--- src/rtl/lwk_pkg.sv ---
package lwk_pkg;
  typedef enum logic {
    DLY_IDLE = 1'b0,
    DLY_WAIT = 1'b1
  } dly_state_e;
endpackage

--- src/rtl/lwk_dom_timer.sv ---
module lwk_dom_timer #(
  parameter int WAKE_CYC = 90
) (
  input  logic clk_i,
  input  logic rst_ni,
  input  logic arm_i,
  input  logic dom_i,
  output logic release_o
);
  localparam int LIMIT = WAKE_CYC + 1;
  localparam int CW    = $clog2(LIMIT + 1);

  logic [CW-1:0] cnt_q, cnt_d;
  logic          sat;
  logic          cnt_en;

  assign sat    = (cnt_q == CW'(LIMIT));
  assign cnt_en = arm_i & dom_i & ~sat;

  always_comb begin
    cnt_d = cnt_q;
    if (!(arm_i & dom_i)) begin
      cnt_d = '0;
    end else if (cnt_en) begin
      cnt_d = cnt_q + CW'(1);
    end
  end

  always_ff @(posedge clk_i or negedge rst_ni) begin
    if (!rst_ni) begin
      cnt_q <= '0;
    end else begin
      cnt_q <= cnt_d;
    end
  end

  assign release_o = arm_i & ~dom_i & sat;


  no_overflow_chk: assert property (@(posedge clk_i) disable iff (!rst_ni)
    cnt_q <= CW'(LIMIT));


  disarm_clears_chk: assert property (@(posedge clk_i) disable iff (!rst_ni)
    !arm_i |=> (cnt_q == '0));


  recessive_restart_chk: assert property (@(posedge clk_i) disable iff (!rst_ni)
    !dom_i |=> (cnt_q == '0));
endmodule

--- src/rtl/lwk_stb_delay.sv ---
module lwk_stb_delay
  import lwk_pkg::*;
#(
  parameter int STB_DLY = 3
) (
  input  logic clk_i,
  input  logic rst_ni,
  input  logic arm_i,
  input  logic start_i,
  output logic pulse_o
);
  localparam int DW = (STB_DLY > 1) ? $clog2(STB_DLY) : 1;

  dly_state_e    st_q, st_d;
  logic [DW-1:0] dly_q, dly_d;
  logic          pulse_d;

  always_comb begin
    st_d    = st_q;
    dly_d   = dly_q;
    pulse_d = 1'b0;
    unique case (st_q)
      DLY_IDLE: begin
        if (start_i && arm_i) begin
          st_d  = DLY_WAIT;
          dly_d = DW'(STB_DLY - 1);
        end
      end
      DLY_WAIT: begin
        if (!arm_i) begin
          st_d = DLY_IDLE;
        end else if (dly_q == '0) begin
          st_d    = DLY_IDLE;
          pulse_d = 1'b1;
        end else begin
          dly_d = dly_q - DW'(1);
        end
      end
      default: st_d = DLY_IDLE;
    endcase
  end

  always_ff @(posedge clk_i or negedge rst_ni) begin
    if (!rst_ni) begin
      st_q    <= DLY_IDLE;
      dly_q   <= '0;
      pulse_o <= 1'b0;
    end else begin
      st_q    <= st_d;
      dly_q   <= dly_d;
      pulse_o <= pulse_d;
    end
  end


  single_pulse_chk: assert property (@(posedge clk_i) disable iff (!rst_ni)
    pulse_o |=> !pulse_o);


  disarm_no_pulse_chk: assert property (@(posedge clk_i) disable iff (!rst_ni)
    !arm_i |=> !pulse_o);
endmodule

--- src/rtl/lwk_chan.sv ---
module lwk_chan #(
  parameter int WAKE_CYC = 90,
  parameter int STB_DLY  = 3
) (
  input  logic clk_i,
  input  logic rst_ni,
  input  logic arm_i,
  input  logic clr_i,
  input  logic dom_i,
  output logic pulse_o,
  output logic flag_o
);
  logic release_w;
  logic flag_d;

  lwk_dom_timer #(.WAKE_CYC(WAKE_CYC)) timer_i (
    .clk_i    (clk_i),
    .rst_ni   (rst_ni),
    .arm_i    (arm_i),
    .dom_i    (dom_i),
    .release_o(release_w)
  );

  lwk_stb_delay #(.STB_DLY(STB_DLY)) delay_i (
    .clk_i  (clk_i),
    .rst_ni (rst_ni),
    .arm_i  (arm_i),
    .start_i(release_w),
    .pulse_o(pulse_o)
  );

  always_comb begin
    flag_d = flag_o;
    if (clr_i) begin
      flag_d = 1'b0;
    end else if (pulse_o) begin
      flag_d = 1'b1;
    end
  end

  always_ff @(posedge clk_i or negedge rst_ni) begin
    if (!rst_ni) begin
      flag_o <= 1'b0;
    end else begin
      flag_o <= flag_d;
    end
  end


  flag_source_chk: assert property (@(posedge clk_i) disable iff (!rst_ni)
    $rose(flag_o) |-> $past(pulse_o));


  flag_clear_chk: assert property (@(posedge clk_i) disable iff (!rst_ni)
    clr_i |=> !flag_o);


  flag_hold_chk: assert property (@(posedge clk_i) disable iff (!rst_ni)
    (flag_o && !clr_i) |=> flag_o);
endmodule

--- src/rtl/lin_wake_det.sv ---
module lin_wake_det #(
  parameter int NCH      = 4,
  parameter int WAKE_CYC = 90,
  parameter int STB_DLY  = 3
) (
  input  logic           clk_i,
  input  logic           rst_ni,
  input  logic           arm_i,
  input  logic           clr_i,
  input  logic [NCH-1:0] bus_dom_i,
  output logic [NCH-1:0] wake_pulse_o,
  output logic [NCH-1:0] wake_flag_o
);
  for (genvar c = 0; c < NCH; c++) begin : g_ch
    lwk_chan #(.WAKE_CYC(WAKE_CYC), .STB_DLY(STB_DLY)) chan_i (
      .clk_i  (clk_i),
      .rst_ni (rst_ni),
      .arm_i  (arm_i),
      .clr_i  (clr_i),
      .dom_i  (bus_dom_i[c]),
      .pulse_o(wake_pulse_o[c]),
      .flag_o (wake_flag_o[c])
    );
  end

  initial begin

    param_chk: assert (STB_DLY >= 1 && WAKE_CYC >= 1 && NCH >= 1);
  end
endmodule

--- config.mk ---
export PLATFORM = sky130hd
export DESIGN_NAME = lin_wake_det
export DESIGN_NICKNAME = d
export VERILOG_FILES = /design/src/rtl/lwk_pkg.sv /design/src/rtl/lwk_dom_timer.sv /design/src/rtl/lwk_stb_delay.sv /design/src/rtl/lwk_chan.sv /design/src/rtl/lin_wake_det.sv
export SDC_FILE = /design/constraint.sdc
export NUM_CORES = 1
export LEC_CHECK = 0
export BUFFER_PORTS_ARGS = -buffer_cell sky130_fd_sc_hd__buf_2
export CAP_MARGIN = 15
export CORE_UTILIZATION = 55
export CTS_BUF_LIST = sky130_fd_sc_hd__clkbuf_8
export DETAILED_ROUTE_END_ITERATION = 10
export PLACE_DENSITY = 0.76
export SKIP_LAST_GASP = 1
export SYNTH_ARGS = -nofsm -noshare
export SYNTH_HDL_FRONTEND = slang
export SYNTH_SLANG_ARGS = --single-unit
--- constraint.sdc ---
create_clock -name clk_i -period 1.36 [get_ports clk_i]
set_input_delay 0.408 -clock clk_i [delete_from_list [all_inputs] [get_ports clk_i]]
set_output_delay 0.408 -clock clk_i [all_outputs]
set_load 0.05 [all_outputs]
==> load_flow_metrics.sql <==
INSERT INTO impl_metrics (metric_group, metric, value, unit) VALUES
('run_status', 'outcome', 'complete, but fails checks', ''),
('run_status', 'failed_checks', 'negative hold slack, negative setup slack', ''),
('pwr', 'net-switching-power', '0.6222', 'mW'),
('cts', 'max-clock-path-buffers', '2', ''),
('grt', 'grt_first_pass_wirelength', '8321', 'um'),
('synth', 'post_synth_instance_area', '2455', 'um^2'),
('die', 'ioPinCount', '16', ''),
('setup_path', 'critical_path_required', '1620', 'ps'),
('cts', 'cts.hold.buffers_added', '0', ''),
('pwr', 'clock_power_share', '38.8', '%'),
('pwr', 'total_power', '2.692', 'mW'),
('cells_and_area', 'antennaDiodeCount', '0', ''),
('synth', 'avgSynthCellArea', '9.899', 'um^2'),
('route', 'dr_total_vias', '1998', ''),
('die', 'die_area', '4735', 'um^2'),
('route', 'routed_wire_length_per_instance', '14.35', 'um'),
('cells_and_area', 'layoutNonFillerInstCount', '353', ''),
('route', 'drt_pass1_iterations', '4', ''),
('route', 'remaining_drc_errors', '0', ''),
('pwr', 'switching_share', '23.11', '%'),
('synth', 'synth_compound_area_share', '10.91', '%'),
('route', 'drt-vias-per-instance', '5.660', ''),
('sta', 'finalWorstSetupSlack', '-17.37', 'ps'),
('sta', 'final.min_clock_period', '1377', 'ps'),
('cells_and_area', 'final_layout_size_suffix_gt1_share', '31.35', '%'),
('pwr', 'leakagePower', '1.323', 'nW'),
('placed_design', 'place.gp.congestion', '0.7905', ''),
('route', 'first_iter_violations', '121', ''),
('pwr', 'pwr_density_cell', '858.5', 'nW/um^2'),
('job', 'max-cap-violations', '0', ''),
('grt', 'pin_count_of_the_biggest_net_entering_global_routing', '20', ''),
('die', 'fp-row-count', '23', ''),
('sta', 'rsz_0062_raised_after_global_routing', 'yes', ''),
('cts', 'clk-insertion-delay-late', '320', 'ps'),
('synth', 'synth.ff_latch_count', '48', ''),
('sta', 'max_slew.worst_pin.slew', '378.7', 'ps'),
('cts', 'cts_tree', 'built', ''),
('cells_and_area', 'stdcell_area', '3136', 'um^2'),
('setup_path', 'startpoint_types', 'register', ''),
('setup_path', 'worst_setup_path_end_kind', 'register', ''),
('placed_design', 'hpwl', '3379', 'um'),
('synth', 'net_count_after_synthesis', '264', ''),
('sta', 'f_max', '726.0', 'MHz'),
('route', 'drt_wl_total', '5065', 'um'),
('setup_path', 'critical_path_arrival', '1630', 'ps'),
('cells_and_area', 'layout_common_cells', '48 x sky130_fd_sc_hd__dfrtp_1, 42 x sky130_fd_sc_hd__buf_4, 24 x sky130_fd_sc_hd__nor2_1, 18 x sky130_fd_sc_hd__nand2_1, 17 x sky130_fd_sc_hd__o21ai_0', ''),
('hold_path', 'hp-class', 'primary input to async pin', ''),
('grt', 'antenna_found_initial', '0', ''),
('cells_and_area', 'fill_cell_count', '285', ''),
('die', 'chipWidth', '68.81', 'um'),
('route', 'drt.antenna.violating_nets', '0', ''),
('placed_design', 'port_buffers', '15', ''),
('sta', 'finalHoldViolations', '3', ''),
('sta', 'whs', '-6.730', 'ps'),
('sta', 'timing.slew.headroom', '74.76', '%'),
('placed_design', 'dpl-instance-area', '2853', 'um^2'),
('cts', 'tritoncts.num_buffers', '5', ''),
('pwr', 'share_seq_of_total_power', '54.1', '%'),
('cells_and_area', 'fin_nets', '318', ''),
('cells_and_area', 'layout.core_utilization', '75.66', '%'),
('grt', 'groute.layer.met2.usage', '40.20', '%'),
('cells_and_area', 'syn_to_final_growth', '27.73', '%'),
('setup_path', 'critical_path_class', 'register to register', ''),
('sta', 'min_period_over_period', '101.3', '%'),
('synth', 'synthArstFlopShare', '100.0', '%'),
('sta', 'setup_violations', '2', ''),
('die', 'start_util', '59.24', '%'),
('cts', 'cts.clk_slew.worst_paths', '90', 'ps'),
('grt', 'globalRouteTotalUtil', '24.17', '%'),
('synth', 'yosys.area_share.adder', '4.077', '%'),
('synth', 'yosys.area_share.simple', '27.32', '%');
## per-layer routing
| layer | wire length (um) | up-vias |
|---|---|---|
| met4 | 114 | 0 |
| met1 | 2364 | 964 |
| met3 | 132 | 12 |
| li1 | - | 990 |
| met2 | 2454 | 32 |
| met5 | 0 | - |
## repair_timing
item	in CTS	in global routing
pin swaps	8	10
setup endpoints to repair	6	19
endpoints found under the hold margin	0	0
setup buffers	5	0
cloned	0	0
resized for setup	13	26
## worst max-delay path: stages, from the launching register on
cell and delay [ps]:
sky130_fd_sc_hd__dfrtp_1 380, sky130_fd_sc_hd__inv_2 60, sky130_fd_sc_hd__ha_2 190, sky130_fd_sc_hd__buf_4 150, sky130_fd_sc_hd__a2111oi_2 350, sky130_fd_sc_hd__and2_4 190
## cells in the mapped netlist, types with 6 or more instances
| library cell | number | area, um^2 |
|---|---|---|
| sky130_fd_sc_hd__or3_1 | 8 | 50.05 |
| sky130_fd_sc_hd__xor2_1 | 8 | 70.07 |
| sky130_fd_sc_hd__buf_4 | 9 | 67.56 |
| sky130_fd_sc_hd__nor3_1 | 10 | 50.05 |
| sky130_fd_sc_hd__a21oi_1 | 12 | 60.06 |
| sky130_fd_sc_hd__nor2_1 | 25 | 93.84 |
| sky130_fd_sc_hd__nand3_1 | 17 | 85.08 |
| sky130_fd_sc_hd__nand2_1 | 19 | 71.32 |
| sky130_fd_sc_hd__inv_1 | 8 | 30.03 |
| sky130_fd_sc_hd__dfrtp_1 | 48 | 1201 |
| sky130_fd_sc_hd__and2_1 | 6 | 37.54 |
| sky130_fd_sc_hd__ha_1 | 8 | 100.1 |
| sky130_fd_sc_hd__o21ai_0 | 17 | 85.08 |
## state kept, by name (all words and copies together) (netlist names)
name                         cells
g_ch.chan_i.delay_i.dly_q        8
g_ch.chan_i.timer_i.cnt_q       28
g_ch.chan_i.flag_o               4
g_ch.chan_i.delay_i.pulse_o      4
g_ch.chan_i.delay_i.st_q         4
## power by group through the flow
stage               combinational [mW]  clock (mW)  sequential (mW)
detailed placement               0.176           0             1.48
CTS                              0.183        1.05             1.45
floorplan                       0.0694           0             1.48
global placement                 0.171           0             1.48
global route                     0.214        1.10             1.46
finish                           0.191        1.05             1.46
## final timing paths
check	startpoint	to	slack, ps
setup / recovery	g_ch[3].chan_i.delay_i.dly_q[0]$_DFFE_PN0P_	g_ch[3].chan_i.delay_i.dly_q[0]$_DFFE_PN0P_	-20
hold / removal	rst_ni	g_ch[2].chan_i.timer_i.cnt_q[6]$_DFFE_PN0P_	-7
setup reg to reg	g_ch[3].chan_i.delay_i.dly_q[0]$_DFFE_PN0P_	g_ch[3].chan_i.delay_i.dly_q[0]$_DFFE_PN0P_	-20
hold reg to reg	g_ch[1].chan_i.flag_o$_DFFE_PN0P_	g_ch[1].chan_i.flag_o$_DFFE_PN0P_	500
max in group asynchronous	rst_ni	g_ch[0].chan_i.delay_i.dly_q[1]$_DFFE_PN0P_	930
min in group clk_i	clr_i	g_ch[2].chan_i.flag_o$_DFFE_PN0P_	280
## final cells by class
cell class	count	area, um^2	area share, %
Clock buffer	5	68.82	2.195
Clock inverter	3	42.54	1.357
Inverter	8	30.03	0.9577
Multi-Input combinational cell	181	1286	41.02
Sequential cell	48	1201	38.31
Tap cell	50	62.56	1.995
Timing Repair Buffer	58	444.2	14.17
## logic make-up (layout without fill, tap and decap cells)
logic type	after synthesis	in the layout
buffers and inverters	19	74
adders and majority gates	8	8
muxes	2	2
DFF	48	48
and+or+nand+nor	117	117
AOI/OAI and AO/OA	44	44
xor gates and xnor gates	10	10
No activity file was read; power rests on OpenSTA's default activity.
